$ cat src/rtl/stack_pkg.sv
package stack_pkg;
  typedef enum logic [1:0] {
    MOVE_HOLD = 2'd0,
    MOVE_DOWN = 2'd1,
    MOVE_UP   = 2'd2
  } chain_move_e;
endpackage

$ cat src/rtl/stack_move_decode.sv
module stack_move_decode
  import stack_pkg::*;
(
  input  logic        push,
  input  logic        pop,
  output chain_move_e move
);
  always_comb begin
    unique case ({push, pop})
      2'b10:   move = MOVE_DOWN;
      2'b01:   move = MOVE_UP;
      default: move = MOVE_HOLD;
    endcase
  end
endmodule

$ cat src/rtl/stack_cell.sv
module stack_cell
  import stack_pkg::*;
#(
  parameter int WIDTH = 32
) (
  input  logic             clk,
  input  logic             rst,
  input  chain_move_e      move,
  input  logic [WIDTH-1:0] from_above,
  input  logic [WIDTH-1:0] from_below,
  output logic [WIDTH-1:0] q
);
  always_ff @(posedge clk) begin
    if (rst) begin
      q <= '0;
    end else begin
      unique case (move)
        MOVE_DOWN: q <= from_above;
        MOVE_UP:   q <= from_below;
        default:   q <= q;
      endcase
    end
  end
endmodule

$ cat src/rtl/stack_level.sv
module stack_level
  import stack_pkg::*;
#(
  parameter int DEPTH = 4,
  localparam int LW = $clog2(DEPTH + 1)
) (
  input  logic        clk,
  input  logic        rst,
  input  chain_move_e move,
  output logic [LW-1:0] level,
  output logic        empty,
  output logic        full
);
  localparam logic [LW-1:0] TOP = LW'(DEPTH);

  always_ff @(posedge clk) begin
    if (rst) begin
      level <= '0;
    end else begin
      unique case (move)
        MOVE_DOWN: if (level != TOP) level <= level + 1'b1;
        MOVE_UP:   if (level != '0)  level <= level - 1'b1;
        default:   level <= level;
      endcase
    end
  end

  assign empty = (level == '0);
  assign full  = (level == TOP);
endmodule

$ cat src/rtl/register_chain_stack.sv
module register_chain_stack
  import stack_pkg::*;
#(
  parameter int WIDTH = 32,
  parameter int DEPTH = 4,
  localparam int LVL_W = $clog2(DEPTH + 1)
) (
  input  logic             clk,
  input  logic             rst,
  input  logic             push,
  input  logic             pop,
  input  logic [WIDTH-1:0] din,
  output logic [WIDTH-1:0] dout,
  output logic [LVL_W-1:0] level,
  output logic             empty,
  output logic             full
);
  chain_move_e move;
  logic [DEPTH-1:0][WIDTH-1:0] ent;

  stack_move_decode u_dec (
    .push (push),
    .pop  (pop),
    .move (move)
  );

  for (genvar i = 0; i < DEPTH; i++) begin : g_cell
    logic [WIDTH-1:0] above_w;
    logic [WIDTH-1:0] below_w;

    if (i == 0) begin : g_head
      assign above_w = din;
    end else begin : g_link_up
      assign above_w = ent[i-1];
    end

    if (i == DEPTH - 1) begin : g_tail
      assign below_w = '0;
    end else begin : g_link_dn
      assign below_w = ent[i+1];
    end

    stack_cell #(.WIDTH(WIDTH)) u_cell (
      .clk        (clk),
      .rst        (rst),
      .move       (move),
      .from_above (above_w),
      .from_below (below_w),
      .q          (ent[i])
    );
  end

  stack_level #(.DEPTH(DEPTH)) u_lvl (
    .clk   (clk),
    .rst   (rst),
    .move  (move),
    .level (level),
    .empty (empty),
    .full  (full)
  );

  assign dout = ent[0];
endmodule

$ cat config.mk
export PLATFORM = sky130hd
export DESIGN_NAME = register_chain_stack
export DESIGN_NICKNAME = d
export VERILOG_FILES = /design/src/rtl/stack_pkg.sv /design/src/rtl/stack_move_decode.sv /design/src/rtl/stack_cell.sv /design/src/rtl/stack_level.sv /design/src/rtl/register_chain_stack.sv
export SDC_FILE = /design/constraint.sdc
export NUM_CORES = 1
export LEC_CHECK = 0
export ABC_AREA = 0
export BUFFER_PORTS_ARGS = -buffer_cell sky130_fd_sc_hd__buf_4
export CAP_MARGIN = 20
export CORE_ASPECT_RATIO = 1.2
export CORE_MARGIN = 3
export CORE_UTILIZATION = 52
export CTS_CLUSTER_SIZE = 16
export DETAILED_ROUTE_END_ITERATION = 10
export GPL_TIMING_DRIVEN = 0
export PLACE_DENSITY = 0.76
export SLEW_MARGIN = 25
export SYNTH_ARGS = -nofsm -noshare
export SYNTH_HDL_FRONTEND = slang
export SYNTH_SLANG_ARGS = --single-unit
$ cat constraint.sdc
create_clock -name clk -period 1.9 [get_ports clk]
set_input_delay 0.285 -clock clk [delete_from_list [all_inputs] [get_ports clk]]
set_output_delay 0.285 -clock clk [all_outputs]
set_load 0.01 [all_outputs]
# Yosys cells after proc, flatten, opt, wreduce, memory -nomap -nowiden
# Index checks and enable logic that the tools add are counted.
[totals]
ramBits = 0
rom_bits = 0
latch_bits = 0
reg_bits = 131
in_bits = 36
memories = 0
[classes]
bitwise = 0
addsub = 2
multipliers = 0
div_mod_pow = 0
n_reduce_logical = 4
n_shift = 0
eq_ne = 8
n_lt_le_gt_ge = 0
muxes = 8
[op_table]
columns = ["operator", "n"]
rows = [
  ["32-bit one-hot mux with 2 select lines", 4],
  ["3-bit 2-to-1 mux", 2],
  ["3-bit one-hot mux with 2 select lines", 1],
  ["2-bit by 1-bit == test with 1-bit output (second input constant)", 2],
  ["2-bit == test (second input constant)", 2],
  ["2-bit by 1-bit inequality test with 1-bit output (second input constant)", 2],
  ["2-bit one-hot mux with 2 select lines", 1],
  ["3-bit by 1-bit adder with 3-bit output (second input constant)", 1],
  ["3-bit == test (second input constant)", 1],
  ["3-bit logical NOT", 1],
  ["3-bit inequality test (second input constant)", 1],
  ["3-bit AND reduction", 1],
  ["3-bit nonzero test", 1],
  ["3-bit by 1-bit subtractor with 3-bit output (second input constant)", 1],
  ["2-bit nonzero test", 1],
]

# Logic depth before layout (Yosys ltp)
[depth]
depth_word = 5
depth_mapped = 11

# Hierarchy
# Synthesis repeated with hierarchy kept, for this count alone.
[unflattened]
hier_cells = 602
hier_area_um2 = 6343.6
[modules_own_cells]
columns = ["mod", "cells_per_inst", "area_each_um2", "instances"]
rows = [
  ["stack_cell", 144, 1526.5, 4],
  ["stack_level", 23, 219.0, 1],
  ["stack_move_decode", 2, 15.0, 1],
  ["register_chain_stack", 1, 3.8, 1],
]

# Worst setup path after synthesis
# Ideal clock, no wire load.
[synth_path]
kind = "input-to-reg"
startpoint = "input push"
endpoint = "register u_lvl.level[2]"
cell_stages = 11
t_arrival_ns = 1.974
required_time_ns = 1.788
setup_slack_ns = -0.186
path_cell_list = "inv_1 -> ha_1 -> buf_2 -> buf_4 -> buf_2 -> xor2_1 -> ha_1 -> a21oi_2 -> xor2_1 -> a2111oi_1 -> a2111oi_1"
[synth_via]
elab_chain_len = 5
[synth_rtl]
columns = ["item", "line_no", "source"]
rows = [
  ["start: declaration", "register_chain_stack.sv:10", "input logic push,"],
  ["2-bit by 1-bit == test with 1-bit output or 2-bit == test (tied branches)", "stack_move_decode.sv:9", "unique case ({push, pop})"],
  ["2-bit one-hot mux with 2 select lines *", "stack_move_decode.sv:9", ""],
  ["2-bit == test or 2-bit by 1-bit == test with 1-bit output (tied branches)", "stack_level.sv:20", "unique case (move)"],
  ["2-bit by 1-bit inequality test with 1-bit output (no source line) or 2-bit nonzero test (tied branches)", "n/a", ""],
  ["3-bit AND reduction (no source line)", "n/a", ""],
  ["end signal: assignment", "stack_level.sv:21", "MOVE_DOWN: if (level != TOP) level <= level + 1'b1;"],
  ["end signal: assignment", "stack_level.sv:22", "MOVE_UP: if (level != '0) level <= level - 1'b1;"],
  ["end signal: assignment", "stack_level.sv:23", "default: level <= level;"],
  ["end: declaration", "stack_level.sv:10", "output logic [LW-1:0] level,"],
]
# Mark *: on every way between the ends. The rest lies on a longest branch, timed or not.
# A chain may end at the register's enable or synchronous reset.

# Worst setup path in the final report
# Ends and elaborated chain as after synthesis.

==> metrics.txt <==
outcome=finished clean; n_diodes=0; Routed WL=15600 um; worst-path maximum fanout=10; largest net degree at the start of global routing=17; WL/cell=16.8 um; Nets=825; multi-input combinational cell area=2880 um^2; final setup fails=0; Register Area=2620 um^2; Clock transition at path regs=0.06 ns; initial core utilization=0.543; Seq cells post-synth=131; Max-slew headroom=0.597; CTS max path bufs=2; Synth top area share=0.453; GP Congestion=0.816; RSZ-0062 raised after global routing=no; most frequent cells in the layout=nor2_1, a21oi_1, dfxtp_1; crit end category=register; first-pass GRT wire length=24900 um; vias in the first global route=5207; Row Count=41; Final Non-Filler Cells=927; CTS tree=built; Die Span X=102 um; Core Area=10700 um^2; fmax=550 MHz; setup_tns=0 ns; CP Launch Type=input port; Port-buffer cells=71; CTS Buf Count=17; # fillers=883; CP required=2.17 ns; Root Buffer=clkbuf_16; Period minus WS final=1.82 ns; grt ovf=0; drt first-iter violations=322; Mapped Nets=735; die area=12400 um^2; vias per cell=5.65; # Post-CTS Setup Buffers=0; Yosys Warn Count=0; post-synth top area cell=dfxtp_1; GRT Total Usage=0.253; CTS Sinks=131; clk_skew=0.00579 ns; max-capacitance violation count=0; Mapped Area=5790 um^2; Crit Path Class=in -> reg; top cells by area, synth=dfxtp_1, mux2i_1, nor2_1, a21oi_1, nor3b_1; drt pass-1 iters=5; commonest non-fill, non-tap cell in the layout=nor2_1; antenna violation net count after detailed routing=0; IO Count=73; Worst EP arrival=2.09 ns; Hold Crit Class=in -> reg; Die Y=122 um; DR vias=5235; placed cells=895; Worst Max-Slew Pin Slew=0.604 ns; HPWL after detailed placement=10500 um; Synth Instances=695; final core occ=0.671; Worst setup startpoint=push; Slew Viols, Final=0; layout cells sized above 1=0.167; Worst VDD drop=0.000625 V; clk_lat worst skew=0.41 ns; Leak=2.89 nW; # hold bufs at CTS=0; cell area power density=1020 nW/um^2; Hold Startpoint=din[22]; post-CTS sizing=0; Distinct cells, synth=19; Avg Inst Size Synth=8.33 um^2; Layout area overhead=23.6%; H-tree depth=4; sequential area share after synthesis=0.453; Reg2Reg Launch Point=u_lvl.level[1]; DRC violation count after routing=0; period utilization=0.957; initial antenna violation count=0; Final Hold Fails=0
## metrics by stage
| stage | total power, mW | setup slack (ns) | area (um^2) | hold slack (ns) |
|---|---|---|---|---|
| detailed placement | 3.90 | -0.334 | 6520 | 0.478 |
| global placement | 3.87 | -0.230 | 6520 | 0.469 |
| floorplan | 3.53 | 0.0202 | 5830 | 0.461 |
| CTS | 7.28 | 0.0943 | 7150 | 0.226 |
| global route | 7.52 | 0.00184 | 7160 | 0.250 |
| finish | 7.29 | 0.0814 | 7160 | 0.228 |
## routing by layer
layer  routed length, um  up-vias  share of wire  GRT usage
met2                8000      174           0.51      0.446
li1                    -     2516              -          -
met4                 238        0          0.015     0.0927
met1                6380     2520           0.41      0.300
met5                   0        -              0          0
met3                 936       25          0.060     0.0527
## flip-flops by register name, summed over array words and instances, names as in the netlist
| name | count |
|---|---|
| g_cell.u_cell.q | 128 |
| u_lvl.level | 3 |
## cells by family (layout without fill, tap and decap cells)
kind of cell	after synthesis	after routing	synth area share
AOI/OAI and AO/OA	135	135	0.119
xor gates and xnor gates	3	3	0.00454
adders and majority gates	4	4	0.00864
buffers and inverters	62	165	0.0555
DFF	131	131	0.453
muxes	97	97	0.168
and+or+nand+nor	263	263	0.192
## cell type report
class | count | area share
Multi-Input combinational cell | 502 | 0.402
Sequential cell | 131 | 0.366
Timing Repair Buffer | 71 | 0.0744
Clock buffer | 18 | 0.0613
Buffer | 59 | 0.0461
Clock inverter | 14 | 0.0260
Tap cell | 129 | 0.0225
Inverter | 3 | 0.00157
## cell usage after synthesis
| cell | n |
|---|---|
| clkbuf_1 | 34 |
| ha_1 | 4 |
| nor2_1 | 227 |
| a2111oi_1 | 2 |
| a21oi_2 | 1 |
| mux2i_1 | 96 |
| buf_2 | 14 |
| dfxtp_1 | 131 |
| buf_6 | 9 |
| nor3b_1 | 32 |
| buf_4 | 1 |
| nand2_1 | 2 |
| xnor2_1 | 1 |
| xor2_1 | 2 |
| inv_1 | 3 |
| nor3_1 | 2 |
| mux2_1 | 1 |
| a21oi_1 | 132 |
| buf_1 | 1 |
## worst max-delay path, stage by stage
cell,delay (ns)
buf_4,0.12
inv_2,0.06
ha_4,0.12
buf_6,0.11
buf_8,0.16
buf_6,0.16
xor2_1,0.17
ha_2,0.20
a21oi_2,0.05
xor2_2,0.20
a2111oi_2,0.34
a2111oi_1,0.10
## where the power goes
part	leakage (nW)	switching (mW)	total (mW)	internal (mW)
Sequential	1.06	0.0867	2.92	2.84
Clock	0.305	1.21	3.43	2.22
Combinational	1.52	0.568	0.933	0.365
Total	2.89	1.87	7.29	5.42
## path summary, 6_finish.rpt
kind | endpoint | slack [ns] | cells past startpoint
setup / recovery | u_lvl.level[2] | 0.08 | 12
hold / removal | g_cell[0].u_cell.q[22] | 0.23 | 5
setup reg to reg | u_lvl.level[2] | 0.21 | 6
hold reg to reg | g_cell[3].u_cell.q[26] | 0.49 | 2
Power figures use the tool's default switching activity.
